`config.mk`:
```
export PLATFORM = sky130hd
export DESIGN_NAME = pred_unit
export DESIGN_NICKNAME = d
export VERILOG_FILES = /design/src/rtl/pred_pkg.sv /design/src/rtl/pred_cmp_eval.sv /design/src/rtl/pred_bank.sv /design/src/rtl/pred_sel.sv /design/src/rtl/pred_unit.sv
export SDC_FILE = /design/constraint.sdc
export NUM_CORES = 1
export LEC_CHECK = 0
export BUFFER_PORTS_ARGS = -buffer_cell sky130_fd_sc_hd__buf_4
export CAP_MARGIN = 25
export CORE_MARGIN = 2
export CORE_UTILIZATION = 39
export DETAILED_ROUTE_END_ITERATION = 7
export GPL_TIMING_DRIVEN = 0
export PLACE_DENSITY_LB_ADDON = 0.25
export SLEW_MARGIN = 30
export SYNTH_ARGS = -nofsm -noshare
export SYNTH_HDL_FRONTEND = slang
export SYNTH_HIERARCHICAL = 1
export SYNTH_SLANG_ARGS = --single-unit
```
`constraint.sdc`:
```
create_clock -name clk_i -period 1.2 [get_ports clk_i]
set_input_delay 0.06 -clock clk_i [delete_from_list [all_inputs] [get_ports clk_i]]
set_output_delay 0.06 -clock clk_i [all_outputs]
set_load 0.01 [all_outputs]
```
`src/rtl/pred_pkg.sv`:
```
package pred_pkg;
  typedef enum logic [1:0] {
    CMP_LTZ = 2'd0,
    CMP_GEZ = 2'd1,
    CMP_EQZ = 2'd2,
    CMP_NEZ = 2'd3
  } cmp_op_e;
endpackage

```
`src/rtl/pred_cmp_eval.sv`:
```
module pred_cmp_eval
  import pred_pkg::*;
#(
  parameter int DATA_W = 32
) (
  input  cmp_op_e           op_i,
  input  logic [DATA_W-1:0] opnd_i,
  output logic              hit_o
);
  logic is_neg;
  logic is_zero;

  assign is_neg  = opnd_i[DATA_W-1];
  assign is_zero = (opnd_i == '0);

  always_comb begin
    unique case (op_i)
      CMP_LTZ: hit_o = is_neg;
      CMP_GEZ: hit_o = ~is_neg;
      CMP_EQZ: hit_o = is_zero;
      CMP_NEZ: hit_o = ~is_zero;
      default: hit_o = 1'b0;
    endcase
  end
endmodule

```
`src/rtl/pred_bank.sv`:
```
module pred_bank #(
  parameter int NUM_PRED  = 32,
  parameter int NUM_SLOTS = 2,
  parameter int IDX_W     = $clog2(NUM_PRED)
) (
  input  logic                       clk_i,
  input  logic                       rst_ni,
  input  logic [NUM_SLOTS-1:0]       wr_en_i,
  input  logic [NUM_SLOTS*IDX_W-1:0] wr_idx_i,
  input  logic [NUM_SLOTS-1:0]       wr_val_i,
  output logic [NUM_PRED-1:0]        pred_o
);
  logic [NUM_PRED-1:0] pred_q, pred_d;

  // higher slot applied last, so it wins a shared target
  always_comb begin
    pred_d = pred_q;
    for (int s = 0; s < NUM_SLOTS; s++) begin
      if (wr_en_i[s]) pred_d[wr_idx_i[s*IDX_W +: IDX_W]] = wr_val_i[s];
    end
  end

  always_ff @(posedge clk_i or negedge rst_ni) begin
    if (!rst_ni) pred_q <= '0;
    else         pred_q <= pred_d;
  end

  assign pred_o = pred_q;

  p_hold_r11: assert property (@(posedge clk_i) disable iff (!rst_ni)
    (wr_en_i == '0) |=> $stable(pred_q));

  generate
    if (NUM_SLOTS > 1) begin : g_prio
      logic [IDX_W-1:0] idx0, idx1;
      assign idx0 = wr_idx_i[0 +: IDX_W];
      assign idx1 = wr_idx_i[IDX_W +: IDX_W];
      p_prio_r9: assert property (@(posedge clk_i) disable iff (!rst_ni)
        (wr_en_i[0] && wr_en_i[1] && idx0 == idx1)
        |=> pred_q[$past(idx1)] == $past(wr_val_i[1]));
    end
  endgenerate
endmodule

```
`src/rtl/pred_sel.sv`:
```
module pred_sel #(
  parameter int NUM_PRED = 32,
  parameter int IDX_W    = $clog2(NUM_PRED)
) (
  input  logic [NUM_PRED-1:0] pred_i,
  input  logic [IDX_W-1:0]    idx_i,
  input  logic                guarded_i,
  output logic                en_o
);
  assign en_o = ~guarded_i | pred_i[idx_i];
endmodule

```
`src/rtl/pred_unit.sv`:
```
module pred_unit
  import pred_pkg::*;
#(
  parameter int NUM_PRED  = 32,
  parameter int NUM_SLOTS = 2,
  parameter int DATA_W    = 32
) (
  input  logic                        clk_i,
  input  logic                        rst_ni,
  input  logic [NUM_SLOTS-1:0]        cmp_vld_i,
  input  logic [NUM_SLOTS*2-1:0]      cmp_op_i,
  input  logic [NUM_SLOTS*$clog2(NUM_PRED)-1:0] cmp_dst_i,
  input  logic [NUM_SLOTS*DATA_W-1:0] cmp_opnd_i,
  input  logic [NUM_SLOTS-1:0]        slot_pred_i,
  input  logic [NUM_SLOTS*$clog2(NUM_PRED)-1:0] slot_idx_i,
  output logic [NUM_SLOTS-1:0]        slot_en_o
);
  localparam int IDX_W = $clog2(NUM_PRED);
  localparam int OP_W  = 2;

  logic [NUM_SLOTS-1:0] hit;
  logic [NUM_PRED-1:0]  pred_q;

  generate
    for (genvar s = 0; s < NUM_SLOTS; s++) begin : g_slot
      pred_cmp_eval #(.DATA_W(DATA_W)) u_eval (
        .op_i   (cmp_op_e'(cmp_op_i[s*OP_W +: OP_W])),
        .opnd_i (cmp_opnd_i[s*DATA_W +: DATA_W]),
        .hit_o  (hit[s])
      );

      pred_sel #(.NUM_PRED(NUM_PRED), .IDX_W(IDX_W)) u_sel (
        .pred_i    (pred_q),
        .idx_i     (slot_idx_i[s*IDX_W +: IDX_W]),
        .guarded_i (slot_pred_i[s]),
        .en_o      (slot_en_o[s])
      );

      p_unpred_r7: assert property (@(posedge clk_i) disable iff (!rst_ni)
        !slot_pred_i[s] |-> slot_en_o[s]);
    end
  endgenerate

  pred_bank #(.NUM_PRED(NUM_PRED), .NUM_SLOTS(NUM_SLOTS), .IDX_W(IDX_W)) u_bank (
    .clk_i    (clk_i),
    .rst_ni   (rst_ni),
    .wr_en_i  (cmp_vld_i),
    .wr_idx_i (cmp_dst_i),
    .wr_val_i (hit),
    .pred_o   (pred_q)
  );

  generate
    if (NUM_SLOTS > 1) begin : g_chk
      logic [IDX_W-1:0]  dst0, dst1, ix0;
      logic [OP_W-1:0]   op0, op1;
      logic [DATA_W-1:0] v0, v1;
      assign dst0 = cmp_dst_i[0 +: IDX_W];
      assign dst1 = cmp_dst_i[IDX_W +: IDX_W];
      assign ix0  = slot_idx_i[0 +: IDX_W];
      assign op0  = cmp_op_i[0 +: OP_W];
      assign op1  = cmp_op_i[OP_W +: OP_W];
      assign v0   = cmp_opnd_i[0 +: DATA_W];
      assign v1   = cmp_opnd_i[DATA_W +: DATA_W];

      p_ltz_r2: assert property (@(posedge clk_i) disable iff (!rst_ni)
        (cmp_vld_i[0] && op0 == OP_W'(CMP_LTZ) && !(cmp_vld_i[1] && dst1 == dst0))
        |=> pred_q[$past(dst0)] == $past(v0[DATA_W-1]));

      p_eqz_r4: assert property (@(posedge clk_i) disable iff (!rst_ni)
        (cmp_vld_i[1] && op1 == OP_W'(CMP_EQZ))
        |=> pred_q[$past(dst1)] == ($past(v1) == '0));

      p_bypass_r8: assert property (@(posedge clk_i) disable iff (!rst_ni)
        cmp_vld_i[1]
        |=> (!(slot_pred_i[0] && ix0 == $past(dst1)) || slot_en_o[0] == $past(hit[1])));
    end
  endgenerate
endmodule

```
==> summary.txt <==
status = complete, but fails checks
violated checks = negative setup slack
fmax = 625 MHz
Worst Hold Class = in2reg
via count = 3052
reg2reg end = u_bank/pred_o[13]
initial DRC count = 400
flops & latches, synth = 32
clock slew at reported path FFs = 70 ps
Mapped Area = 2900 µm²
clk root buf = clkbuf_8
Least-Margin Pin Slew = 670 ps
critical path arrival = 1790 ps
reg2reg setup slack = 410 ps
worst setup margin = -401 ps
routability cong. = 0.866
top routing layer used = met4
Synthesized Nets = 399
Max-cap violations = 0
Routed Antenna Nets = 0
Critical R2R Launch = u_bank/pred_o[13]
initial core utilization = 40.2%
number of buffers created by CTS = 5
CTS H-tree lvls = 2
CTS sink count = 32
synthesized area per cell = 9.51 µm²
Remaining DRCs = 0
I/O pin cnt = 96
leak pwr = 1.75 nW
CTS tree = done
fin nets = 501
Period minus WS final = 1600 ps
final setup fails = 34
Worst slew margin = 55.1%
register area share after synthesis = 27.6%
core area = 7210 µm²
M1 WL = 3800 µm
HPWL Detailed = 7020 µm
share of the synthesized area in the top cell type = 27.6%
critical path required time = 1390 ps
vias in the first global route = 3014
max FFs per register = 32
via/cell ratio = 6.02
hold_ws = 231 ps
fill count = 654
ant diodes = 0
layout cells sized above 1 = 45.3%
Syn-to-layout area delta = 42.4%
final wirelength = 9650 µm
Cells after Synth = 305
Routed wire per std cell = 19.0 µm
PwrDens = 977 nW/µm²
Synth area leaders = dfrtp_1 (28%), a22oi_1 (17%), mux2i_1 (11%)
FF/Latch Area = 801 µm²
Reg2Reg Depth = 2
Pins Over Slew Limit = 0
Worst setup startpoint = cmp_opnd_i[18]
Final Core Density = 57.3%
cell taking the most area after synthesis = dfrtp_1
final worst clock skew = 0 ps
first-pass GRT wire length = 15200 µm
FP Rows = 31
Cell variety after synth = 40
largest net degree at the start of global routing = 33
crit path capture type = flip-flop
Total GRT Usage = 23.2%
area occupied by multi-input gates = 2110 µm²
full die area = 8150 µm²
drt pass-1 iters = 5
die width = 90.3 µm
critical path class = in2reg
CTS max path bufs = 2
RSZ-0062 raised after global routing = yes
clk_lat worst skew = 290 ps
met2 WL = 4680 µm
total power = 0.00404 W
crit-path max FO = 8
crit share post-route = 133%
Worst VDD drop = 0.436 mV
Worst Setup EP = u_bank/pred_o[17]
launching element type of the critical path = primary input
initial antenna violation count = 0
Fin. Hold Viols = 0
I/O Buffers = 90
setup TNS = -11200 ps
Synthesis Warnings = 6
met3 wire len = 973 µm
Die Ht = 90.3 µm
Congestion Overflow GR = 0
==> per-stage QoR <==
step	setup WS, ps	instances	cell area [µm²]
finish	-401	507	4130
global route	-519	507	4130
CTS	-372	505	3950
detailed placement	-904	494	3750
global placement	-885	494	3750
floorplan	-429	305	2950
==> cell usage after synthesis <==
cell       n
nor3b_2    1
nor3_1     2
o21ai_1   17
dfrtp_1   32
nand2_1   12
xor2_1     2
nand4_1    4
inv_1      4
and3b_1    7
nand2b_1   4
or3b_1     4
a211oi_1   2
buf_2      7
nor3b_4    4
buf_6     10
o21ai_0   15
a22oi_1   66
buf_12     2
and4bb_2   1
and3_1     3
mux2i_1   32
a22oi_2    6
and4bb_1   2
nor2b_4    2
o32ai_1    2
and4b_1    3
nor2_1     4
nand3b_1   5
and4_4     1
or3_1      1
nor4_1    12
buf_4      5
nor2b_1    6
a21oi_1    6
nor3_4     1
nand3_1   10
and2_1     2
nor4b_2    3
clkbuf_4   1
a31oi_1    2
==> logic make-up after synthesis <==
logic type	count (synthesis)	share of synthesized area, %
compound gates	116	27.8
simple gates	94	24.4
mux	32	11.0
flops	32	27.6
buf+inv	29	8.54
xor+xnor	2	0.604
==> critical path, cell delays in order <==
cell	delay, ps
buf_4	120
nor4_4	270
nand3_2	120
o32ai_4	320
xor2_2	170
buf_6	140
and4bb_2	310
a22oi_2	80
a22oi_1	210
==> cell usage in the layout (no fill, tap or decap), types with 7 or more instances in the layout <==
cell      n
nand2_1  12
dfrtp_1  32
o21ai_0  15
a22oi_1  46
o21ai_1  17
a22oi_2  26
mux2i_1  32
buf_4    91
buf_6    18
nand3_1   9
and3b_1   7
==> worst min-delay path by stage <==
stage,start,to,cells after the start
finish,cmp_dst_i[3],u_bank/pred_o[1],4
global placement,rst_ni,u_bank/pred_o[25],1
floorplan,rst_ni,u_bank/pred_o[0],0
CTS,cmp_dst_i[7],u_bank/pred_o[2],3
detailed placement,rst_ni,u_bank/pred_o[25],1
global route,cmp_dst_i[3],u_bank/pred_o[1],4
==> area by class of cell <==
type	count	area share, %
multi-input cells	244	51.1
flip-flops and latches	32	19.4
repair buffers	95	18.2
plain buffers	25	5.69
well taps	99	3.00
clock buffers	6	2.00
inverters	4	0.363
clock inverters	2	0.242
==> metal layers <==
layer  vias to the layer above  GRT usage [%]
met3                        23           4.84
met1                      1394           28.9
met4                         0           7.95
li1                       1422              -
met5                         -              0
met2                       213           39.8
==> power breakdown <==
group          total, W  internal (W)  switching [W]
Clock          0.000860      0.000457       0.000403
Sequential      0.00168       0.00139       0.000290
Combinational   0.00150      0.000776       0.000726
==> repair_timing <==
item                                    in CTS  in global routing
endpoints found under the setup margin      34                 34
gates cloned                                 0                  0
setup buffers                                2                  2
endpoints found under the hold margin       32                  0
pin swaps                                   25                 33
gates resized for setup                     18                 32
hold buffers                                 1                  0
(Power assumes the default switching activity.)
